**src/rtl/alm_pkg.sv**
```systemverilog
package alm_pkg;
  localparam int ALM_CNT = 2;
  typedef enum logic {
    MODE_SINGLE = 1'b0,
    MODE_REPEAT = 1'b1
  } alm_mode_e;
endpackage

```
**src/rtl/alm_field_cmp.sv**
```systemverilog
module alm_field_cmp #(
  parameter int NUM_FIELDS = 6,
  parameter int FIELD_W    = 8,
  localparam int TIME_W    = NUM_FIELDS * FIELD_W
) (
  input  logic [TIME_W-1:0]     now_i,
  input  logic [TIME_W-1:0]     alarm_i,
  input  logic [NUM_FIELDS-1:0] mask_i,
  output logic                  match_o
);
  logic [NUM_FIELDS-1:0] fld_ok;

  for (genvar f = 0; f < NUM_FIELDS; f++) begin : g_fld
    assign fld_ok[f] = ~mask_i[f] |
                       (now_i[f*FIELD_W +: FIELD_W] == alarm_i[f*FIELD_W +: FIELD_W]);
  end

  assign match_o = &fld_ok;
endmodule

```
**src/rtl/alm_arbiter.sv**
```systemverilog
module alm_arbiter
  import alm_pkg::*;
(
  input  logic               clk,
  input  logic               rst,
  input  logic               tick_i,
  input  alm_mode_e          mode_i,
  input  logic               fout_en_i,
  input  logic [ALM_CNT-1:0] en_i,
  input  logic [ALM_CNT-1:0] match_i,
  output logic [ALM_CNT-1:0] fire_o
);
  for (genvar k = 0; k < ALM_CNT; k++) begin : g_alm
    logic spent_q;
    logic outranked;

    if (k == 0) begin : g_top
      assign outranked = 1'b0;
    end else begin : g_low
      assign outranked = |en_i[k-1:0];
    end

    assign fire_o[k] = tick_i & en_i[k] & ~fout_en_i & match_i[k] &
                       ((mode_i == MODE_REPEAT) ? ~outranked : ~spent_q);

    always_ff @(posedge clk) begin
      if (rst) begin
        spent_q <= 1'b0;
      end else if (!en_i[k] || mode_i == MODE_REPEAT) begin
        spent_q <= 1'b0;
      end else if (fire_o[k]) begin
        spent_q <= 1'b1;
      end
    end
  end
endmodule

```
**src/rtl/alm_status.sv**
```systemverilog
module alm_status
  import alm_pkg::*;
(
  input  logic               clk,
  input  logic               rst,
  input  alm_mode_e          mode_i,
  input  logic [ALM_CNT-1:0] fire_i,
  input  logic               stat_rd_i,
  output logic [ALM_CNT-1:0] flag_o,
  output logic               irq_o
);
  logic [ALM_CNT-1:0] flag_q, flag_nxt;
  logic               irq_q, irq_nxt;

  always_comb begin
    flag_nxt = fire_i | (flag_q & ~{ALM_CNT{stat_rd_i}});
    irq_nxt  = (mode_i == MODE_REPEAT) ? |fire_i : |flag_nxt;
  end

  always_ff @(posedge clk) begin
    if (rst) begin
      flag_q <= '0;
      irq_q  <= 1'b0;
    end else begin
      flag_q <= flag_nxt;
      irq_q  <= irq_nxt;
    end
  end

  assign flag_o = flag_q;
  assign irq_o  = irq_q;
endmodule

```
**src/rtl/dual_alarm_unit.sv**
```systemverilog
module dual_alarm_unit
  import alm_pkg::*;
#(
  parameter int NUM_FIELDS = 6,
  parameter int FIELD_W    = 8,
  localparam int TIME_W    = NUM_FIELDS * FIELD_W
) (
  input  logic                  clk,
  input  logic                  rst,
  input  logic                  tick_i,
  input  logic [TIME_W-1:0]     now_i,
  input  logic [TIME_W-1:0]     alm0_val_i,
  input  logic [NUM_FIELDS-1:0] alm0_mask_i,
  input  logic [TIME_W-1:0]     alm1_val_i,
  input  logic [NUM_FIELDS-1:0] alm1_mask_i,
  input  logic                  alm0_en_i,
  input  logic                  alm1_en_i,
  input  logic                  rep_mode_i,
  input  logic                  fout_en_i,
  input  logic                  stat_rd_i,
  output logic                  flag0_o,
  output logic                  flag1_o,
  output logic                  irq_o
);
  logic [TIME_W-1:0]     val_arr  [ALM_CNT];
  logic [NUM_FIELDS-1:0] mask_arr [ALM_CNT];
  logic [ALM_CNT-1:0]    alm_match;
  logic [ALM_CNT-1:0]    alm_fire;
  logic [ALM_CNT-1:0]    alm_flag;
  alm_mode_e             mode;

  assign val_arr[0]  = alm0_val_i;
  assign val_arr[1]  = alm1_val_i;
  assign mask_arr[0] = alm0_mask_i;
  assign mask_arr[1] = alm1_mask_i;
  assign mode        = alm_mode_e'(rep_mode_i);

  for (genvar k = 0; k < ALM_CNT; k++) begin : g_cmp
    alm_field_cmp #(
      .NUM_FIELDS(NUM_FIELDS),
      .FIELD_W   (FIELD_W)
    ) u_cmp (
      .now_i  (now_i),
      .alarm_i(val_arr[k]),
      .mask_i (mask_arr[k]),
      .match_o(alm_match[k])
    );
  end

  alm_arbiter u_arb (
    .clk      (clk),
    .rst      (rst),
    .tick_i   (tick_i),
    .mode_i   (mode),
    .fout_en_i(fout_en_i),
    .en_i     ({alm1_en_i, alm0_en_i}),
    .match_i  (alm_match),
    .fire_o   (alm_fire)
  );

  alm_status u_stat (
    .clk      (clk),
    .rst      (rst),
    .mode_i   (mode),
    .fire_i   (alm_fire),
    .stat_rd_i(stat_rd_i),
    .flag_o   (alm_flag),
    .irq_o    (irq_o)
  );

  assign flag0_o = alm_flag[0];
  assign flag1_o = alm_flag[1];
endmodule

```
**config.mk**
```make
export PLATFORM = sky130hd
export DESIGN_NAME = dual_alarm_unit
export DESIGN_NICKNAME = d
export VERILOG_FILES = /design/src/rtl/alm_pkg.sv /design/src/rtl/alm_field_cmp.sv /design/src/rtl/alm_arbiter.sv /design/src/rtl/alm_status.sv /design/src/rtl/dual_alarm_unit.sv
export SDC_FILE = /design/constraint.sdc
export NUM_CORES = 1
export LEC_CHECK = 0
export ABC_CLOCK_PERIOD_IN_PS = 4200
export BUFFER_PORTS_ARGS = -buffer_cell sky130_fd_sc_hd__clkbuf_2
export CAP_MARGIN = 20
export CORE_AREA = 2 2 64 66
export DETAILED_ROUTE_END_ITERATION = 10
export DIE_AREA = 0 0 66 68
export MAX_ROUTING_LAYER = met4
export PLACE_DENSITY = 0.93
export SLEW_MARGIN = 10
export SYNTH_ARGS = -nofsm -noshare
export SYNTH_HDL_FRONTEND = slang
export SYNTH_SLANG_ARGS = --single-unit
```
**constraint.sdc**
```tcl
create_clock -name clk -period 4.2 [get_ports clk]
set_input_delay 0.84 -clock clk [delete_from_list [all_inputs] [get_ports clk]]
set_output_delay 0.84 -clock clk [all_outputs]
set_load 0.05 [all_outputs]
```
==> flow_summary.html <==
<table>
<tr><th>Metric</th><th>Value</th></tr>
<tr><th colspan="2">Worst setup path</th></tr>
<tr><td>Setup crit start kind</td><td>input port</td></tr>
<tr><td>Critical path arrival</td><td>2360 ps</td></tr>
<tr><td>Required time at the endpoint of the critical path</td><td>4360 ps</td></tr>
<tr><td>Maximum fanout encountered on the critical timing path</td><td>2</td></tr>
<tr><td>Kind of capture point of the worst setup path</td><td>register</td></tr>
<tr><td>Crit Path Category</td><td>input port to register</td></tr>
<tr><th colspan="2">Power and ir drop</th></tr>
<tr><td>Net switching power of the design</td><td>0.0001043 W</td></tr>
<tr><td>Switch share</td><td>0.3101</td></tr>
<tr><td>Leak pwr</td><td>1.065 nW</td></tr>
<tr><td>Internal portion of total power</td><td>0.0002322 W</td></tr>
<tr><td>Worst ir drop on vdd</td><td>0.1884 mV</td></tr>
<tr><td>Part of the total power dissipated in sequential elements</td><td>0.142</td></tr>
<tr><td>Power density over cell area</td><td>150.6 mW/mm²</td></tr>
<tr><td>Combinational fraction of design power</td><td>0.590</td></tr>
<tr><td>Clock network fraction of total power</td><td>0.268</td></tr>
<tr><th colspan="2">Clock tree</th></tr>
<tr><td>CTS tree</td><td>built</td></tr>
<tr><td>Deepest clock path buffer count</td><td>2</td></tr>
<tr><td>TritonCTS Buffers</td><td>3</td></tr>
<tr><td>Root Driver</td><td>clkbuf_8</td></tr>
<tr><td>H-tree Lvls</td><td>1</td></tr>
<tr><td>Insertion delay to the later sink of the worst-skew pair</td><td>230 ps</td></tr>
<tr><td>Resize count post-CTS</td><td>0</td></tr>
<tr><td>Hold buffer count at cts</td><td>0</td></tr>
<tr><td>Clk sink count</td><td>5</td></tr>
<tr><td>Clock input transition at the sequential cells of the worst setup and hold paths</td><td>40 ps</td></tr>
<tr><td>Buffer count from post-CTS setup fixing</td><td>0</td></tr>
<tr><th colspan="2">Timing</th></tr>
<tr><td>Total of endpoints with negative setup slack in the final report</td><td>0</td></tr>
<tr><td>Achievable clock frequency</td><td>453.9 MHz</td></tr>
<tr><td>Worst hold slack</td><td>488.7 ps</td></tr>
<tr><td>Crit share post-route</td><td>0.5246</td></tr>
<tr><td>Final critical-path required period</td><td>2203 ps</td></tr>
<tr><td>Final WS setup</td><td>1997 ps</td></tr>
<tr><td>Tightest slew margin relative to the limit</td><td>0.7901</td></tr>
<tr><td>Unrepaired setup endpoints after global routing</td><td>false</td></tr>
<tr><td>Final Slew Violations</td><td>0</td></tr>
<tr><td>Skew final</td><td>4.223 ps</td></tr>
<tr><td>Final count of hold timing violations</td><td>0</td></tr>
<tr><td>Total negative setup slack</td><td>0 ps</td></tr>
<tr><td>Transition time of the tightest slew-check pin</td><td>311.5 ps</td></tr>
<tr><th colspan="2">Drt</th></tr>
<tr><td>Number of vias per cell after detailed routing</td><td>4.635</td></tr>
<tr><td>Number of DRC violations after detailed-routing iteration 0</td><td>22</td></tr>
<tr><td>WL per Instance</td><td>11.96 µm</td></tr>
<tr><td>Via Count</td><td>1,752</td></tr>
<tr><td>Detailed Route WL</td><td>4.521 mm</td></tr>
<tr><td>Routed Antenna Nets</td><td>0</td></tr>
<tr><td>First-pass DRT Iterations</td><td>6</td></tr>
<tr><td>Number of remaining DRC errors</td><td>0</td></tr>
<tr><th colspan="2">Layout</th></tr>
<tr><td>Layout overhead on the synthesized area</td><td>72.39%</td></tr>
<tr><td>Core utilization of the finished layout</td><td>0.5795</td></tr>
<tr><td>Share of cells above drive strength 1</td><td>0.5183</td></tr>
<tr><td>Count of antenna diodes in the layout</td><td>0</td></tr>
<tr><td>Final standard cell area without fillers</td><td>0.002235 mm²</td></tr>
<tr><td># nets final</td><td>493</td></tr>
<tr><th colspan="2">Floorplanning</th></tr>
<tr><td>Chip width</td><td>66 µm</td></tr>
<tr><td>Area of the core</td><td>0.003856 mm²</td></tr>
<tr><td>Effective utilization at floorplan</td><td>0.3361</td></tr>
<tr><td>Die ar.</td><td>0.004488 mm²</td></tr>
<tr><td>Die Y-Extent</td><td>68 µm</td></tr>
<tr><td>Cell Rows</td><td>23</td></tr>
<tr><td>I/O pins</td><td>167</td></tr>
<tr><th colspan="2">GRT</th></tr>
<tr><td>Via count of the first global-routing pass</td><td>1,680</td></tr>
<tr><td>Grt peak-use layer</td><td>met2</td></tr>
<tr><td>Largest net degree at the start of global routing</td><td>5</td></tr>
<tr><td>Met2 layer usage reported by global route</td><td>0.4179</td></tr>
<tr><td>Number of antenna violations at the first check in global routing</td><td>0</td></tr>
<tr><td>Met1 usage</td><td>0.1837</td></tr>
<tr><td>Remaining global-route overflow</td><td>0</td></tr>
<tr><td>Met3 track utilization from global routing</td><td>0.03618</td></tr>
<tr><td>Global router's overall resource usage</td><td>0.1996</td></tr>
<tr><td>Global-route wire length before repair</td><td>6.734 mm</td></tr>
<tr><th colspan="2">Yosys</th></tr>
<tr><td>Cell variety after synth</td><td>22</td></tr>
<tr><td>Number of enable-type register cells in the synthesized netlist</td><td>0</td></tr>
<tr><td>Post-synthesis net count</td><td>322</td></tr>
<tr><td>Top post-synthesis cells by area</td><td>xnor2_1, nand4_1, dfxtp_1</td></tr>
<tr><td>Sequential cell area fraction in the yosys report</td><td>0.07722</td></tr>
<tr><td>Most common cell in the synthesized netlist</td><td>xnor2_1</td></tr>
<tr><td>Avg Cell Area, Syn</td><td>8.204 µm²</td></tr>
<tr><td>Post-synth top area cell</td><td>xnor2_1</td></tr>
<tr><td>Warning count from the yosys run</td><td>0</td></tr>
<tr><td>Cell Area, Synth</td><td>0.001296 mm²</td></tr>
<tr><td>Primary FF master, synth</td><td>dfxtp_1</td></tr>
<tr><td>Synthesis-stage register bit count</td><td>5</td></tr>
<tr><td>Share of the synthesized area in the top cell type</td><td>0.5946</td></tr>
<tr><td>Synth async-reset ratio</td><td>0</td></tr>
<tr><td>Number of cells produced by synthesis</td><td>158</td></tr>
<tr><td>Commonest cells in the netlist</td><td>xnor2_1, nand4_1, o21ai_0, xor2_1, dfxtp_1</td></tr>
<tr><th colspan="2">Placed design</th></tr>
<tr><td>Post-Place Setup Slack</td><td>1767 ps</td></tr>
<tr><td>Placed cell area</td><td>0.002190 mm²</td></tr>
<tr><td>Detail Placement HPWL</td><td>4.331 mm</td></tr>
<tr><td>Port Buffers</td><td>166</td></tr>
<tr><td>Final estimated routing congestion in global placement</td><td>0.7787</td></tr>
<tr><th colspan="2">Worst hold path</th></tr>
<tr><td>HP Class</td><td>register to register</td></tr>
<tr><th colspan="2">Run</th></tr>
<tr><td>Number of maximum-capacitance violations</td><td>0</td></tr>
<tr><th colspan="2">Status</th></tr>
<tr><td>Outcome</td><td>finished, final reports clean</td></tr>
</table>
## final cells by class
class	instances	area, µm²
fillers	368	1622
multi-input cells	153	1196
repair buffers	166	830.8
flip-flops and latches	5	100.1
well taps	50	62.56
clock buffers	4	45.04
## cell usage in the layout, fill, tap and decap left out
| cell | count |
|---|---|
| mux2i_1 | 1 |
| nand3_1 | 1 |
| a21boi_0 | 1 |
| o211a_1 | 2 |
| o21ai_0 | 8 |
| xnor2_1 | 88 |
| xor2_1 | 8 |
| a21oi_1 | 2 |
| o21ba_2 | 1 |
| and4b_1 | 1 |
| nor2_1 | 3 |
| nor3_1 | 1 |
| clkbuf_8 | 3 |
| nand4_1 | 24 |
| nor2b_1 | 2 |
| o21ai_1 | 3 |
| and3b_1 | 1 |
| clkbuf_1 | 1 |
| clkbuf_2 | 166 |
| o32a_1 | 1 |
| dfxtp_1 | 5 |
| nand2_1 | 1 |
| or4_1 | 1 |
| nand2b_1 | 1 |
| nor4_1 | 2 |
## path summary, 6_finish.rpt
path / from / to / slack, ps / cells past startpoint
setup / recovery: now_i[3] / u_stat.flag_o[0]$_SDFF_PP0_ / 2000 / 7
setup reg to reg: u_arb.g_alm[1].spent_q$_SDFFE_PP0P_ / u_stat.irq_o$_SDFF_PP0_ / 3080 / 5
hold / removal: u_arb.g_alm[0].spent_q$_SDFFE_PP0P_ / u_arb.g_alm[0].spent_q$_SDFFE_PP0P_ / 490 / 1
hold reg to reg: u_arb.g_alm[0].spent_q$_SDFFE_PP0P_ / u_arb.g_alm[0].spent_q$_SDFFE_PP0P_ / 490 / 1
## state kept, by name, summed over array words and instances (netlist names)
name,count
u_arb.g_alm.spent_q,2
u_stat.flag_o,2
u_stat.irq_o,1
## per-layer routing
layer / wire length [µm] / up-vias
met5: 0 / -
met3: 355 / 6
met1: 1507 / 749
met2: 2601 / 97
li1: - / 900
met4: 55 / 0
## worst max-delay path: stages
cell and delay [ps]:
clkbuf_2 110, xnor2_1 170, nand4_1 140, o21ai_1 250, nand4_1 140, or4_1 570, a21oi_1 150
## stage by stage
step / total power, W / instances
floorplan: 0.0001391 / 158
global placement: 0.0002423 / 374
detailed placement: 0.0002480 / 374
CTS: 0.0003406 / 378
global route: 0.0003631 / 378
finish: 0.0003365 / 378
## cell families (layout without fill, tap and decap cells)
family / Yosys count / count (layout) / share of synthesized area
mux: 1 / 1 / 0.007722
xor+xnor: 96 / 96 / 0.6487
flops: 5 / 5 / 0.07722
buf+inv: 0 / 170 / 0
simple gates: 38 / 38 / 0.1795
compound gates: 18 / 18 / 0.08687
## power by group through the flow
| stage | Sequential, W | Combinational (W) | Clock (W) |
|---|---|---|---|
| final | 0.0000479 | 0.000199 | 0.0000901 |
| after global placement | 0.0000486 | 0.000194 | 0 |
| after floorplan | 0.0000487 | 0.0000904 | 0 |
| after CTS | 0.0000479 | 0.000201 | 0.0000922 |
| after detailed placement | 0.0000486 | 0.000199 | 0 |
| after global routing | 0.0000478 | 0.000218 | 0.0000974 |
Power figures use the tool's default switching activity.
